--- src/rtl/elastic_pipe3.sv ---
module elastic_pipe3 #(
  parameter int W     = 16,
  parameter logic [W-1:0] ADD_K = 16'h0013,
  parameter logic [W-1:0] XOR_M = 16'hA5C3,
  parameter int ROT_N = 3
) (
  input  logic         clk,
  input  logic         rst_n,
  input  logic         in_valid,
  output logic         in_ready,
  input  logic [W-1:0] in_data,
  output logic         out_valid,
  input  logic         out_ready,
  output logic [W-1:0] out_data
);
  localparam int NQ = 4;
  localparam int NS = NQ - 1;

  logic [W-1:0] slot_a [NQ];
  logic [W-1:0] slot_b [NQ];
  logic [W-1:0] q_din  [NQ];
  logic [NQ-1:0] a_ok, b_ok, q_enq, q_deq;
  logic [NS-1:0] fire;

  function automatic logic [W-1:0] xform(input int s, input logic [W-1:0] x);
    logic [W-1:0] r;
    case (s)
      0:       r = x + ADD_K;
      1:       r = x ^ XOR_M;
      default: r = (x << ROT_N) | (x >> (W - ROT_N));
    endcase
    return r;
  endfunction

  assign in_ready  = !b_ok[0];
  assign q_enq[0]  = in_valid && in_ready;
  assign q_din[0]  = in_data;
  assign out_valid = a_ok[NQ-1];
  assign out_data  = slot_a[NQ-1];
  assign q_deq[NQ-1] = out_valid && out_ready;

  for (genvar s = 0; s < NS; s++) begin : g_stage
    assign fire[s]     = a_ok[s] && !b_ok[s+1];
    assign q_deq[s]    = fire[s];
    assign q_enq[s+1]  = fire[s];
    assign q_din[s+1]  = xform(s, slot_a[s]);
  end

  for (genvar q = 0; q < NQ; q++) begin : g_queue
    always_ff @(posedge clk) begin
      if (!rst_n) begin
        a_ok[q] <= 1'b0;
        b_ok[q] <= 1'b0;
      end else if (q_enq[q] && q_deq[q]) begin
        slot_a[q] <= q_din[q];
      end else if (q_enq[q]) begin
        if (a_ok[q]) begin
          slot_b[q] <= q_din[q];
          b_ok[q]   <= 1'b1;
        end else begin
          slot_a[q] <= q_din[q];
          a_ok[q]   <= 1'b1;
        end
      end else if (q_deq[q]) begin
        if (b_ok[q]) begin
          slot_a[q] <= slot_b[q];
          b_ok[q]   <= 1'b0;
        end else begin
          a_ok[q]   <= 1'b0;
        end
      end
    end
  end
endmodule


--- config.mk ---
export PLATFORM = sky130hd
export DESIGN_NAME = elastic_pipe3
export DESIGN_NICKNAME = d
export VERILOG_FILES = /design/src/rtl/elastic_pipe3.sv
export SDC_FILE = /design/constraint.sdc
export NUM_CORES = 1
export LEC_CHECK = 0
export ABC_AREA = 0
export BUFFER_PORTS_ARGS = -buffer_cell sky130_fd_sc_hd__clkbuf_2
export CORE_MARGIN = 5
export CORE_UTILIZATION = 54
export CTS_CLUSTER_SIZE = 20
export DETAILED_ROUTE_END_ITERATION = 8
export PLACE_DENSITY = 0.83
export SLEW_MARGIN = 20
export SYNTH_ARGS = -nofsm -noshare
export SYNTH_HDL_FRONTEND = slang
export SYNTH_SLANG_ARGS = --single-unit
--- constraint.sdc ---
create_clock -name clk -period 2.3 [get_ports clk]
set_input_delay 0.345 -clock clk [delete_from_list [all_inputs] [get_ports clk]]
set_output_delay 0.345 -clock clk [all_outputs]
set_load 0.05 [all_outputs]
==> impl_metrics.tcl <==
set metrics [dict create \
    numPortBuffers 37 \
    routed_wl_mm 8.341 \
    clk_skew_ns 0.01735 \
    gr-total-overflow 0 \
    drt_first_pass_iters 4 \
    antenna_cells 0 \
    grt.total_usage_pct 14.33 \
    path_class "flop to flop" \
    tightest_slew_ns 0.4362 \
    slew_violations 0 \
    cp_cell_sequence "nand2b_1, inv_1, ha_1, nand3b_2, nor3b_4, buf_6, mux2_2" \
    grt_setup_unrepaired "false" \
    switching_share_pct 20.06 \
    finish.cell_count_without_fillers 549 \
    place_area_um2 6017 \
    final_tns_setup_ns 0 \
    drive_above_1_share_pct 35.11 \
    worst-endpoint-required_ns 2.56 \
    fin_crit_sh_pct 92.81 \
    power.clock.fraction_pct 49.8 \
    core-area_um2 10230 \
    hold_class "primary input to flop" \
    cts_setup_buffers 0 \
    nets 429 \
    num_vias 2911 \
    p_switching_mw 1.188 \
    tritoncts_num_sinks 136 \
    post_synth.cell_area_avg_um2 16.48 \
    fmax_ghz 0.4685 \
    wl_per_cell_um 15.19 \
    max_cap_viol_count 0 \
    h-tree-depth 4 \
    yosysUniqueCellTypes 36 \
    die_width_um 111.9 \
    slowest_stage "sky130_fd_sc_hd__dfxtp_1" \
    arrival_time_of_data_at_the_critical_path_endpoint_ns 2.39 \
    grt_first_pass_wirelength_mm 14.32 \
    floorplan.rows 37 \
    tritoncts_clock_tree "done" \
    drtAntennaViolNets 0 \
    synth.area.top_cells "sky130_fd_sc_hd__edfxtp_1, sky130_fd_sc_hd__mux2_2, sky130_fd_sc_hd__dfxtp_1, sky130_fd_sc_hd__xnor2_1, sky130_fd_sc_hd__ha_1" \
    finalInstanceArea_um2 6679 \
    share_seq_of_total_power_pct 47.0 \
    internal_power_mw 4.737 \
    cts-root-buf "sky130_fd_sc_hd__clkbuf_8" \
    yosysSeqAreaShare_pct 71.48 \
    clk_path_buf_depth 2 \
    largest_stage_delay_on_the_critical_path_ns 0.39 \
    cp-end-kind "flop" \
    outcome "complete, no violations" \
    max-slew-margin-rel_pct 70.92 \
    grt_start_max_net_pins 21 \
    ioPinCount 38 \
    viasPerCell 5.302 \
    grt_antenna_before_repair 0 \
    clkSlewWorstSetupHoldPaths_ns 0.06 \
    finalSetupViolations 0 \
    post_synth_instance_area_um2 5602 \
    post_synthesis_cell_count 340 \
    post-layout-total-power_mw 5.926 \
    cts_inserted_buffers 17 \
    library_cell_occupying_the_most_area_in_the_post_synthesis_netlist "sky130_fd_sc_hd__edfxtp_1" \
    gp_congestion 0.7746 \
    die_height_um 111.9 \
    final-seq-area_um2 4005 \
    cellLeakagePower_nw 2.373 \
    post-synth-top-area-fraction_pct 68.62 \
    power_per_cell_area_nw_per_um2 887.2 \
    synthesis.nets 369 \
    post-dp-hpwl_mm 5.571 \
    cp-start-kind "flop" \
    area_growth_syn_to_layout_pct 19.23 \
    worst_ir_drop_vdd_mv 0.5711 \
    multi_input_area_um2 1475 \
    finalCoreUtilization_pct 65.28 \
    synth.yosys.warnings 0 \
    number_of_failing_hold_endpoints_at_the_final_stage 0 \
    worst-path-max-fanout 18 \
    initial_utilization_pct 54.75 \
    ys_ff_latch 136 \
    drt-initial-drc-count 105 \
    die_area_um2 12510 \
    drt_drc_violations_left 0 \
    num-fill-cells 704 \
    clkLatencyLatePin_ns 0.52 \
    placed_cells 517 \
    grt_pass1_vias 3043 \
    pwr-share-comb_pct 3.2 \
    finalWorstPathRequiredPeriod_ns 2.135 \
]
[sequential cells by signal, indices dropped and copies added (netlist names)]
name / count
slot_a: 64
slot_b: 64
b_ok: 4
a_ok: 3
out_valid: 1
[what timing repair did]
item,4_1_cts,5_1_grt
hold buffers,0,0
gates resized for setup,0,2
endpoints found under the setup margin,0,22
[cell usage in the layout (no fill, tap or decap), types with 2 or more instances in the layout]
| cell | synthesis | routed |
|---|---|---|
| sky130_fd_sc_hd__edfxtp_1 | 128 | 128 |
| sky130_fd_sc_hd__nand2b_1 | 6 | 4 |
| sky130_fd_sc_hd__nand2b_2 | 0 | 2 |
| sky130_fd_sc_hd__and3_1 | 2 | 2 |
| sky130_fd_sc_hd__a21boi_0 | 5 | 5 |
| sky130_fd_sc_hd__mux2_2 | 53 | 53 |
| sky130_fd_sc_hd__a31oi_1 | 2 | 2 |
| sky130_fd_sc_hd__and2_1 | 2 | 2 |
| sky130_fd_sc_hd__nor2_1 | 11 | 11 |
| sky130_fd_sc_hd__a21oi_1 | 2 | 2 |
| sky130_fd_sc_hd__xnor2_1 | 13 | 13 |
| sky130_fd_sc_hd__inv_6 | 0 | 6 |
| sky130_fd_sc_hd__inv_1 | 17 | 17 |
| sky130_fd_sc_hd__clkbuf_2 | 1 | 37 |
| sky130_fd_sc_hd__ha_1 | 9 | 9 |
| sky130_fd_sc_hd__clkbuf_16 | 0 | 16 |
| sky130_fd_sc_hd__nand2_1 | 15 | 15 |
| sky130_fd_sc_hd__mux2i_1 | 3 | 3 |
| sky130_fd_sc_hd__and3b_1 | 2 | 2 |
| sky130_fd_sc_hd__buf_4 | 0 | 13 |
| sky130_fd_sc_hd__o21ai_0 | 20 | 20 |
| sky130_fd_sc_hd__dfxtp_1 | 8 | 7 |
| sky130_fd_sc_hd__o211ai_1 | 2 | 2 |
| sky130_fd_sc_hd__and4_1 | 2 | 2 |
| sky130_fd_sc_hd__or4_1 | 3 | 3 |
| sky130_fd_sc_hd__nor2b_1 | 8 | 8 |
| sky130_fd_sc_hd__nand3b_1 | 2 | 2 |
| sky130_fd_sc_hd__clkinv_4 | 0 | 3 |
| sky130_fd_sc_hd__bufinv_16 | 0 | 5 |
| sky130_fd_sc_hd__o2111ai_1 | 5 | 5 |
[worst paths after layout]
check	start	depth (start not counted)	slack, ns	endpoint
setup / recovery	b_ok[2]	7	0.17	slot_a[1][2]
hold / removal	in_data[12]	1	0.01	slot_b[0][12]
setup reg to reg	b_ok[2]	7	0.17	slot_a[1][2]
hold reg to reg	slot_a[1][15]	0	0.45	slot_b[3][2]
[stage by stage]
| step | hold WS [ns] | worst slack (ns) |
|---|---|---|
| final | 0.01443 | 0.1654 |
| after CTS | 0.005314 | 0.1056 |
| after global routing | 0.005353 | 0.02295 |
| after detailed placement | 0.4315 | 0.1331 |
| after global placement | 0.4355 | 0.2407 |
| after floorplan | 0.4204 | 0.03023 |
[cells by family (layout without fill, tap and decap cells)]
logic type,Yosys count,in the layout,share of synthesized area (%)
adders and majority gates,9,9,2.010
and+or+nand+nor,60,60,6.411
xor gates and xnor gates,13,13,2.033
muxes,56,56,11.19
DFF,136,136,71.48
buffers and inverters,28,101,2.412
AOI/OAI and AO/OA,38,38,4.467
[critical path: cells and delay by family (launching register included)]
kind          cells  cell delay [ns]
mux               1             0.35
fa+ha+maj         1             0.23
simple gates      3             0.64
flops             1             0.39
buf+inv           2             0.27
[cell usage after synthesis]
master,instances
sky130_fd_sc_hd__a21boi_0,5
sky130_fd_sc_hd__a21oi_1,2
sky130_fd_sc_hd__a31oi_1,2
sky130_fd_sc_hd__and2_1,2
sky130_fd_sc_hd__and2b_1,1
sky130_fd_sc_hd__and3_1,2
sky130_fd_sc_hd__and3b_1,2
sky130_fd_sc_hd__and4_1,2
sky130_fd_sc_hd__buf_2,5
sky130_fd_sc_hd__buf_6,3
sky130_fd_sc_hd__clkbuf_1,2
sky130_fd_sc_hd__clkbuf_2,1
sky130_fd_sc_hd__dfxtp_1,8
sky130_fd_sc_hd__edfxtp_1,128
sky130_fd_sc_hd__ha_1,9
sky130_fd_sc_hd__inv_1,17
sky130_fd_sc_hd__mux2_2,53
sky130_fd_sc_hd__mux2i_1,3
sky130_fd_sc_hd__nand2_1,15
sky130_fd_sc_hd__nand2b_1,6
sky130_fd_sc_hd__nand3_2,1
sky130_fd_sc_hd__nand3b_1,2
sky130_fd_sc_hd__nand3b_2,1
sky130_fd_sc_hd__nand4_1,1
sky130_fd_sc_hd__nor2_1,11
sky130_fd_sc_hd__nor2b_1,8
sky130_fd_sc_hd__nor3_4,1
sky130_fd_sc_hd__nor3b_4,1
sky130_fd_sc_hd__o2111ai_1,5
sky130_fd_sc_hd__o211a_1,1
sky130_fd_sc_hd__o211ai_1,2
sky130_fd_sc_hd__o211ai_4,1
sky130_fd_sc_hd__o21ai_0,20
sky130_fd_sc_hd__or3_1,1
sky130_fd_sc_hd__or4_1,3
sky130_fd_sc_hd__xnor2_1,13
[routing by layer]
| metal | GRT usage, % | up-vias | share of wire (%) | wire (um) |
|---|---|---|---|---|
| met2 | 23.90 | 69 | 52 | 4319 |
| met3 | 4.837 | 13 | 4.6 | 382 |
| li1 | - | 1407 | - | - |
| met1 | 16.93 | 1422 | 42 | 3506 |
| met5 | 0 | - | 0 | 0 |
| met4 | 6.245 | 0 | 1.6 | 133 |
[power groups by stage]
stage	clock [mW]	combinational, mW	sequential (mW)
floorplan	0	0.133	2.82
global placement	0	0.175	2.83
detailed placement	0	0.186	2.83
CTS	2.98	0.191	2.78
global route	3.10	0.213	2.79
finish	2.95	0.189	2.78
[area by class of cell]
type                    instances  share of cell area, %
flip-flops and latches        136                  59.97
multi-input cells             176                  22.09
inverters                      17                 0.9554
well taps                     136                  2.548
repair buffers                 52                  4.702
clock buffers                  17                  6.201
clock inverters                15                  3.541
(Power assumes the default switching activity.)
